`config.mk`:
```
export PLATFORM = sky130hd
export DESIGN_NAME = rx_window_buf
export DESIGN_NICKNAME = d
export VERILOG_FILES = /design/src/rtl/rxw_pkg.sv /design/src/rtl/rxw_store.sv /design/src/rtl/rxw_window.sv /design/src/rtl/rxw_pop_ctrl.sv /design/src/rtl/rx_window_buf.sv
export SDC_FILE = /design/constraint.sdc
export NUM_CORES = 2
export LEC_CHECK = 0
export BUFFER_PORTS_ARGS = -buffer_cell sky130_fd_sc_hd__buf_2
export CAP_MARGIN = 20
export CORE_UTILIZATION = 27
export DETAILED_ROUTE_END_ITERATION = 7
export PLACE_DENSITY = 0.49
export REMOVE_ABC_BUFFERS = 1
export SETUP_SLACK_MARGIN = 0.4
export SLEW_MARGIN = 10
export SYNTH_ARGS = -nofsm -noshare
export SYNTH_HDL_FRONTEND = slang
export SYNTH_SLANG_ARGS = --single-unit
```
`constraint.sdc`:
```
create_clock -name clk_i -period 3.5 [get_ports clk_i]
set_clock_uncertainty 0.2 [all_clocks]
set_input_delay 0 -clock clk_i [delete_from_list [all_inputs] [get_ports clk_i]]
set_output_delay 0 -clock clk_i [all_outputs]
set_load 0.02 [all_outputs]
```
`src/rtl/rxw_pkg.sv`:
```
package rxw_pkg;
  typedef enum logic {POP_SW = 1'b0, POP_DMA = 1'b1} pop_src_e;

  function automatic int unsigned pop_amount(int unsigned fill, int unsigned thr);
    return (fill < thr) ? fill : thr;
  endfunction
endpackage

```
`src/rtl/rxw_store.sv`:
```
// Circular storage; DEPTH must be a power of two.
module rxw_store #(
  parameter int DEPTH = 32,
  parameter int DW    = 32,
  localparam int AW   = $clog2(DEPTH),
  localparam int CW   = AW + 1
) (
  input  logic          clk_i,
  input  logic          rst_ni,
  input  logic          push_i,
  input  logic [DW-1:0] push_data_i,
  input  logic [CW-1:0] pop_n_i,
  output logic [DW-1:0] mem_o [DEPTH],
  output logic [AW-1:0] rd_ptr_o,
  output logic [CW-1:0] fill_o,
  output logic          overflow_o
);
  logic [DW-1:0] mem_q [DEPTH];
  logic [AW-1:0] rd_ptr_q, wr_ptr_q;
  logic [CW-1:0] fill_q;
  logic          overflow_q;
  logic          accept;

  // full check uses the fill count before any same-cycle pop
  assign accept = push_i && (fill_q != CW'(DEPTH));

  always_ff @(posedge clk_i) begin
    if (accept) mem_q[wr_ptr_q] <= push_data_i;
  end

  always_ff @(posedge clk_i or negedge rst_ni) begin
    if (!rst_ni) begin
      rd_ptr_q   <= '0;
      wr_ptr_q   <= '0;
      fill_q     <= '0;
      overflow_q <= 1'b0;
    end else begin
      rd_ptr_q <= rd_ptr_q + pop_n_i[AW-1:0];
      wr_ptr_q <= wr_ptr_q + AW'(accept);
      fill_q   <= fill_q - pop_n_i + CW'(accept);
      if (push_i && !accept) overflow_q <= 1'b1;
    end
  end

  assign mem_o      = mem_q;
  assign rd_ptr_o   = rd_ptr_q;
  assign fill_o     = fill_q;
  assign overflow_o = overflow_q;

  a_r2_fill_bound: assert property (@(posedge clk_i) disable iff (!rst_ni)
    fill_q <= CW'(DEPTH));
  a_r7_pop_within_fill: assert property (@(posedge clk_i) disable iff (!rst_ni)
    pop_n_i <= fill_q);
  a_r8_overflow_sticky: assert property (@(posedge clk_i) disable iff (!rst_ni)
    overflow_q |=> overflow_q);
  a_r8_full_drop: assert property (@(posedge clk_i) disable iff (!rst_ni)
    (fill_q == CW'(DEPTH) && push_i && pop_n_i == '0) |=>
      (fill_q == CW'(DEPTH) && $stable(wr_ptr_q) && overflow_q));
endmodule

```
`src/rtl/rxw_window.sv`:
```
module rxw_window #(
  parameter int DEPTH = 32,
  parameter int DW    = 32,
  localparam int AW   = $clog2(DEPTH),
  localparam int CW   = AW + 1
) (
  input  logic [DW-1:0] mem_i [DEPTH],
  input  logic [AW-1:0] rd_ptr_i,
  input  logic [CW-1:0] fill_i,
  input  logic [AW-1:0] idx_i,
  output logic [DW-1:0] data_o
);
  logic [AW-1:0] slot;
  logic          hit;

  assign slot   = rd_ptr_i + idx_i;
  assign hit    = {1'b0, idx_i} < fill_i;
  assign data_o = hit ? mem_i[slot] : '0;
endmodule

```
`src/rtl/rxw_pop_ctrl.sv`:
```
module rxw_pop_ctrl
  import rxw_pkg::*;
#(
  parameter int DEPTH = 32,
  localparam int AW   = $clog2(DEPTH),
  localparam int CW   = AW + 1
) (
  input  logic          clk_i,
  input  logic          rst_ni,
  input  logic          dma_mode_i,
  input  logic          pop_cmd_i,
  input  logic          dma_ack_i,
  input  logic [AW-1:0] wmark_i,
  input  logic [CW-1:0] fill_i,
  output logic          ready_o,
  output logic          dma_req_o,
  output logic [AW-1:0] dma_idx_o,
  output logic [CW-1:0] pop_n_o
);
  pop_src_e      src;
  logic [CW-1:0] thr, cnt_q;
  logic          take, last, do_pop;

  assign src       = pop_src_e'(dma_mode_i);
  assign thr       = {1'b0, wmark_i} + CW'(1);
  assign ready_o   = fill_i >= thr;
  assign dma_req_o = (src == POP_DMA) && ready_o;
  assign take      = dma_req_o && dma_ack_i;
  // >= guards a watermark lowered mid-batch
  assign last      = take && (cnt_q >= thr - CW'(1));
  assign do_pop    = (src == POP_DMA) ? last : pop_cmd_i;
  assign pop_n_o   = do_pop ? CW'(pop_amount(int'(fill_i), int'(thr))) : '0;
  assign dma_idx_o = cnt_q[AW-1:0];

  always_ff @(posedge clk_i or negedge rst_ni) begin
    if (!rst_ni)              cnt_q <= '0;
    else if (src == POP_SW)   cnt_q <= '0;
    else if (take)            cnt_q <= last ? '0 : cnt_q + CW'(1);
  end

  a_r6_no_cmd_no_pop: assert property (@(posedge clk_i) disable iff (!rst_ni)
    (!dma_mode_i && !pop_cmd_i) |-> pop_n_o == '0);
  a_r10_cmd_ignored: assert property (@(posedge clk_i) disable iff (!rst_ni)
    (dma_mode_i && !dma_ack_i) |-> pop_n_o == '0);
  a_r11_batch_clear: assert property (@(posedge clk_i) disable iff (!rst_ni)
    (dma_mode_i && pop_n_o != '0) |=> cnt_q == '0);
  a_r11_req_needs_fill: assert property (@(posedge clk_i) disable iff (!rst_ni)
    dma_req_o |-> fill_i != '0);
endmodule

```
`src/rtl/rx_window_buf.sv`:
```
module rx_window_buf #(
  parameter int DEPTH = 32,
  parameter int DW    = 32,
  localparam int AW   = $clog2(DEPTH),
  localparam int CW   = AW + 1
) (
  input  logic            clk_i,
  input  logic            rst_ni,
  input  logic            push_i,
  input  logic [DW-1:0]   push_data_i,
  input  logic [AW-1:0]   wmark_i,
  input  logic            dma_mode_i,
  input  logic            pop_cmd_i,
  input  logic [AW-1:0]   rd32_idx_i,
  output logic [DW-1:0]   rd32_data_o,
  input  logic [AW-2:0]   rd64_idx_i,
  output logic [2*DW-1:0] rd64_data_o,
  output logic            ready_o,
  output logic [CW-1:0]   fill_o,
  output logic            overflow_o,
  output logic            dma_req_o,
  input  logic            dma_ack_i,
  output logic [DW-1:0]   dma_data_o
);
  logic [DW-1:0] mem [DEPTH];
  logic [AW-1:0] rd_ptr, dma_idx;
  logic [CW-1:0] fill, pop_n;

  rxw_store #(.DEPTH(DEPTH), .DW(DW)) u_store (
    .clk_i, .rst_ni, .push_i, .push_data_i,
    .pop_n_i(pop_n), .mem_o(mem), .rd_ptr_o(rd_ptr),
    .fill_o(fill), .overflow_o(overflow_o)
  );

  rxw_pop_ctrl #(.DEPTH(DEPTH)) u_ctrl (
    .clk_i, .rst_ni, .dma_mode_i, .pop_cmd_i, .dma_ack_i, .wmark_i,
    .fill_i(fill), .ready_o(ready_o), .dma_req_o(dma_req_o),
    .dma_idx_o(dma_idx), .pop_n_o(pop_n)
  );

  rxw_window #(.DEPTH(DEPTH), .DW(DW)) u_win32 (
    .mem_i(mem), .rd_ptr_i(rd_ptr), .fill_i(fill),
    .idx_i(rd32_idx_i), .data_o(rd32_data_o)
  );

  rxw_window #(.DEPTH(DEPTH), .DW(DW)) u_win_dma (
    .mem_i(mem), .rd_ptr_i(rd_ptr), .fill_i(fill),
    .idx_i(dma_idx), .data_o(dma_data_o)
  );

  for (genvar l = 0; l < 2; l++) begin : g_lane
    rxw_window #(.DEPTH(DEPTH), .DW(DW)) u_win64 (
      .mem_i(mem), .rd_ptr_i(rd_ptr), .fill_i(fill),
      .idx_i({rd64_idx_i, l[0]}), .data_o(rd64_data_o[l*DW +: DW])
    );
  end

  assign fill_o = fill;

  a_r1_idle_after_reset: assert property (@(posedge clk_i) disable iff (!rst_ni)
    (fill == '0) |-> (!ready_o && !dma_req_o && rd32_data_o == '0));
endmodule

```
Word-level counts from Yosys, hierarchy flattened
Cells that the tools add are included.
{"block": "word_totals", "reg_bits": 1047, "latchBits": 0, "mem_bits_rw": 0, "rom_bits": 0, "in_bits": 52, "mem_count": 0}
{"block": "classes", "add_sub_neg": 11, "n_mul": 0, "n_div": 0, "magnitude_cmp": 13, "n_eq_ne": 2, "shifts": 0, "mux": 25, "bitwise_logic": 5, "reduce_logical": 7}
{"cell": "bitwise mux 1024 bit", "n": 1}
{"cell": "binary-select mux 32 bit (select 5 bit)", "n": 4}
{"cell": "two-way mux 32 bit", "n": 13}
{"cell": "demux 32 bit (select 5 bit)", "n": 1}
{"cell": ">= comparator 6 bit (second input constant)", "n": 5}
{"cell": "two-way mux 6 bit", "n": 5}
{"cell": "NOT 5 -> 6 bit", "n": 5}
{"cell": "adder 5 bit", "n": 5}
{"cell": "less-than comparator 5 x 6 -> 1 bit", "n": 4}
{"cell": ">= comparator 6 bit", "n": 2}
{"cell": "adder 5 x 1 -> 6 bit (second input constant)", "n": 1}
{"cell": "adder 6 x 1 -> 6 bit", "n": 1}
{"cell": "adder 6 x 1 -> 6 bit (second input constant)", "n": 1}
{"cell": "logical AND 1 bit", "n": 6}
{"cell": "less-than comparator 6 x 1 -> 1 bit (second input constant)", "n": 1}
{"cell": "less-than comparator 6 bit", "n": 1}
{"cell": "!= test 6 bit (second input constant)", "n": 1}
{"cell": "subtractor 6 x 1 -> 6 bit (second input constant)", "n": 1}
{"cell": "subtractor 6 bit", "n": 1}
{"cell": "adder 5 x 1 -> 5 bit", "n": 1}
{"cell": "!= test 2 x 1 -> 1 bit (second input constant)", "n": 1}
{"cell": "logical NOT 1 bit", "n": 1}
{"cell": "two-way mux 1 bit", "n": 1}

Longest topological paths before layout
{"block": "logic_depth", "word_depth": 9, "depth_mapped": 20}

Modules after synthesis
From an unflattened synthesis, not the netlist that was laid out.
{"block": "unflattened", "hier_cells": 4511, "hier_area_um2": 67429.7}
{"module": "rxw_window", "instances": 4, "cells_per_inst": 811, "area_per_inst_um2": 8625.8}
{"module": "rxw_store", "instances": 1, "cells_per_inst": 1152, "area_per_inst_um2": 31918.1}
{"module": "rxw_pop_ctrl", "instances": 1, "cells_per_inst": 113, "area_per_inst_um2": 1001.0}
{"module": "rx_window_buf", "instances": 1, "cells_per_inst": 2, "area_per_inst_um2": 7.5}

Least setup slack after synthesis
Ideal clock, no wire load.
{"block": "synth_timing", "kind": "input-to-reg", "start": "input wmark_i[4]", "end": "register u_store.fill_q[5] (netlist: u_store.fill_o[5])", "setup_ns": 0.087, "arrival_time_ns": 3.666, "required_time_ns": 3.213, "path_slack_ns": -0.453, "stages": 17, "path_buffers": 1, "path_cell_list": "buf_2 > nand4_1 > or2_2 > ha_1 > nand3_1 > mux2i_1 > a311oi_1 > a211oi_1 > nor2_1 > or2_2 > ha_1 > ha_1 > a211oi_1 > o41ai_1 > nor2_1 > o41a_1 > o211ai_1"}
{"block": "synth_via", "elab_chain_len": 9}
{"item": "from (decl)", "line": "rx_window_buf.sv:11", "rtl": "input logic [AW-1:0] wmark_i,"}
{"item": "adder 5 x 1 -> 6 bit *", "line": "rxw_pop_ctrl.sv:25", "rtl": "assign thr = {1'b0, wmark_i} + CW'(1);"}
{"item": "branches (longest 5 deep; another with subtractor 6 x 1 -> 6 bit)"}
{"item": "two-way mux 6 bit *", "line": "rxw_pop_ctrl.sv:32", "rtl": "assign pop_n_o = do_pop ? CW'(pop_amount(int'(fill_i), int'(thr))) : '0;"}
{"item": "subtractor 6 bit *", "line": "rxw_store.sv:40", "rtl": "fill_q <= fill_q - pop_n_i + CW'(accept);"}
{"item": "adder 6 x 1 -> 6 bit *", "line": "rxw_store.sv:40"}
{"item": "to (signal assigned)", "line": "rxw_store.sv:40"}
{"item": "to (decl)", "line": "rxw_store.sv:20", "rtl": "logic [CW-1:0] fill_q;"}
Every way passes the cells marked *.
A chain may end at the register's enable or synchronous reset.

Final worst setup path
{"block": "layout_timing", "start": "register u_store.rd_ptr_q[0] (netlist: u_store.rd_ptr_o[0])", "end": "output rd64_data_o[39]"}
{"block": "layout_via", "elab_chain_len": 6}
{"item": "from (decl)", "line": "rxw_store.sv:19", "rtl": "logic [AW-1:0] rd_ptr_q, wr_ptr_q;"}
{"item": "from (signal assigned)", "line": "rxw_store.sv:38", "rtl": "rd_ptr_q <= rd_ptr_q + pop_n_i[AW-1:0];"}
{"item": "adder 5 bit", "line": "rxw_window.sv:16", "rtl": "assign slot = rd_ptr_i + idx_i;"}
{"item": "NOT 5 -> 6 bit (not written as such)", "line": "rxw_window.sv:18", "rtl": "assign data_o = hit ? mem_i[slot] : '0;"}
{"item": "binary-select mux 32 bit (select 5 bit)", "line": "rxw_window.sv:18"}
{"item": "two-way mux 32 bit (not written as such) (2 in a row)", "line": "rxw_window.sv:18"}
{"item": "two-way mux 32 bit", "line": "rxw_window.sv:18"}
{"item": "to (decl)", "line": "rx_window_buf.sv:17", "rtl": "output logic [2*DW-1:0] rd64_data_o,"}
No other way between the ends. The select of a mux whose other input is x is not followed.

==> key figures <==
Outcome
  – Status: finished, violations left
  – Failing checks: setup timing

Worst setup path
  – Slowest stage delay, CP: 0.89 ns
  – Worst endpoint required time: 3.30 ns
  – CP arrival: 4.19 ns
  – CP Launch Point: u_store.rd_ptr_o[0]
  – Worst path slowest cell: fa_4
  – CP Cell Sequence: fa_4 > buf_16 > buf_16 > buf_12 > mux4_2 > mux4_2 > nand2_1 > a21oi_1 > buf_2
  – CP endpoint kind: output pin
  – CP max FO: 14
  – Critical path class: reg2out
  – RR Startpoint: u_store.fill_o[3]
  – Worst setup SP type: flop

STA
  – Fmax achieved: between 200 and 250 MHz
  – Final setup fails: 129
  – Setup TNS Final: -92.34 ns
  – Min Tclk post-route: 4.39 ns
  – Final Hold Violating Endpoints: 0
  – Period utilization: 125%
  – Slew @ Worst Pin: 1.16 ns
  – RSZ-0062 raised after global routing: yes
  – Rel. slew slack: between 20% and 30%
  – Final WS setup: -0.892 ns
  – Slew Limit Fails: 0

Finish
  – Fraction of layout cells with a size suffix above 1: around 56%
  – Synthesis-to-layout area growth: 32.5%
  – Fillers: approximately 23,000
  – Commonest non-fill, non-tap cell in the layout: mux4_2
  – Most frequent cells in the layout: mux4_2, edfxtp_1, nand2_1
  – Nets: 5,046
  – Storage element area: 31,300 um2
  – Area taken by multi-input logic gates: 36,100 um2

Die
  – Chip height: 500 um
  – Initial core utilization: 27.2%
  – Die area: 250,000 um2
  – Die Wd: about 500 um
  – Row cnt: 182
  – Core Area: about 250,000 um2
  – I/O Pins: 189

Clock network
  – Clock Tree Buf Depth: 3
  – Num CTS Buffers: ~120
  – CTS Sinks: 1,047
  – Root Buffer: clkbuf_16
  – H-tree Lvls: 3
  – Clock Latency Late Sink: 0.77 ns
  – Clock transition at the registers of the reported paths: roughly 0.07 ns
  – CTS tree: built

Logic synthesis
  – Adder-Cell Fraction of Synth Area: under 10%
  – Ys async rst share: 2.20%
  – Synth Register Bits: 1,047
  – Syn Std Cell Area: 66,900 um2
  – Mapped Avg Cell Area: 16.2 um2
  – Largest family of logic cells by synthesized area: multiplexers
  – Cells after Synth: 4,139
  – Distinct cells, synth: 57
  – Synth area leaders: edfxtp_1, mux4_2, nand2_1, nand3_1, buf_2
  – Synth Area in Compound Gates: 2.77%
  – Synth Area in Simple Gates: 7.43%
  – Area share of xor/xnor cells in the synthesized design: 0.552%
  – Largest area contributor in the netlist: edfxtp_1
  – Mux contribution to synthesized area: 38.3%
  – Top_reg_cell synth: edfxtp_1
  – Post-synth EDFFs: 1,024
  – YS warnings: 0
  – Seq/Total Area, Yosys: roughly 47%
  – Area share of the largest cell type after synthesis: ~46%

GRT
  – Initial antenna violation count: 10
  – Total track usage: 21.9%
  – Largest net degree at the start of global routing: 73
  – First-pass GRT wire length: around 390,000 um
  – Vias in the first global route: around 47,000
  – Gr ovfl total: 0

Placement
  – Port Buffers: approximately 190
  – Final GP Congestion: about 0.86
  – Final HPWL DP: 172,000 um

Job
  – Max cap viols: 0

Drt
  – Post-Route WL: about 290,000 um
  – DRC: 0
  – Routed len/inst: 34.9 um
  – DR pass1 iterations: 5
  – 1st-iter DRT viols: slightly above 6,000
  – Routed Antenna Nets: 0
  – Vias: 49,516
  – Vias per cell: between 5 and 6

Worst hold path
  – HP Class: in2async
layout make-up:
cell class                      instances  share of cell area, %
Sequential cell                      1047                   35.4
Multi-Input combinational cell       2667                   40.8
Inverter                               25                  0.109
Timing Repair Buffer                 1078                   14.6
Clock inverter                         91                   1.16
Antenna cell                            4                 0.0113
Tap cell                             3220                   4.55
Clock buffer                          129                   3.43
metal layers:
metal | part of all wire, % | global-route usage [%]
met5 | 0.033 | 0
met4 | 4.1 | 8.01
met3 | 11 | 5.56
met2 | 46 | 34.1
met1 | 39 | 29.4
through the flow:
stage          hold slack (ns)  utilization (%)  instance area (um2)  std cells  setup slack, ns
2_1_floorplan           -0.496                -                65000       3739           -23.48
3_3_place_gp            -0.117             31.0                76400       7645           -0.843
3_5_place_dp            -0.127             31.1                76400       7646           -0.829
4_1_cts                 0.0114             33.9                83300       8020           -0.923
5_1_grt                 0.0665             36.0                88600       8258           -0.969
6_report                0.0672             36.0                88600       8261           -0.892
state kept, by name, summed over array words and instances, names as in the netlist:
signal / count
u_ctrl.cnt_q: 6
u_store.overflow_o: 1
u_store.fill_o: 6
u_store.rd_ptr_o: 5
u_store.mem_o: 1024
u_store.wr_ptr_q: 5
critical path, delay by kind of cell (launching register included):
| kind | cells | cell delay [ns] |
|---|---|---|
| muxes | 2 | 1.02 |
| adders and majority gates | 1 | 0.89 |
| buffers and inverters | 4 | 0.79 |
| DFF | 1 | 0.49 |
| and+or+nand+nor | 1 | 0.09 |
| AOI/OAI and AO/OA | 1 | 0.09 |
cell usage after synthesis, types with 18 or more instances:
| cell type | number |
|---|---|
| mux4_2 | 1120 |
| edfxtp_1 | 1024 |
| nand2_1 | 595 |
| nand3_1 | 395 |
| buf_2 | 216 |
| clkbuf_1 | 153 |
| a21oi_1 | 81 |
| nor2_1 | 78 |
| a211oi_1 | 67 |
| a22oi_1 | 65 |
| ha_1 | 52 |
| mux2i_1 | 36 |
| nor2b_1 | 36 |
| inv_1 | 25 |
| xnor2_1 | 24 |
| a21o_1 | 23 |
| dfrtp_1 | 23 |
| buf_4 | 18 |
logic make-up (layout without fill, tap and decap cells):
group,count (synthesis),in the layout
AND/OR/NAND/NOR,1142,1142
buffers and inverters,425,1323
flip-flops,1047,1047
other,0,4
AO/OA/AOI/OAI,272,272
XOR/XNOR,38,38
adder cells (fa/ha/maj),58,58
multiplexers,1157,1157
path summary, 6_finish.rpt:
| kind | endpoint | slack (ns) | cells past startpoint |
|---|---|---|---|
| max | rd64_data_o[39] | -0.89 | 9 |
| min | u_store.fill_o[5] | 0.07 | 4 |
| max reg2reg | u_store.fill_o[5] | -0.28 | 15 |
| min reg2reg | u_store.overflow_o | 0.33 | 1 |
| max in group asynchronous | u_store.rd_ptr_o[0] | 2.84 | 4 |
| min in group clk_i | u_ctrl.cnt_q[1] | 0.07 | 5 |
repair_timing:
item | CTS | global route
hold buffers | 47 | 0
setup buffers | 92 | 204
hold endpoints to repair | 1067 | 0
setup endpoints to repair | 462 | 626
gates resized for setup | 263 | 663
cloned | 15 | 33
pin swaps | 73 | 248
Power is left out: the tool's default activity adds up to more than one toggle a clock period on the data nets, which glitch-free logic cannot reach.
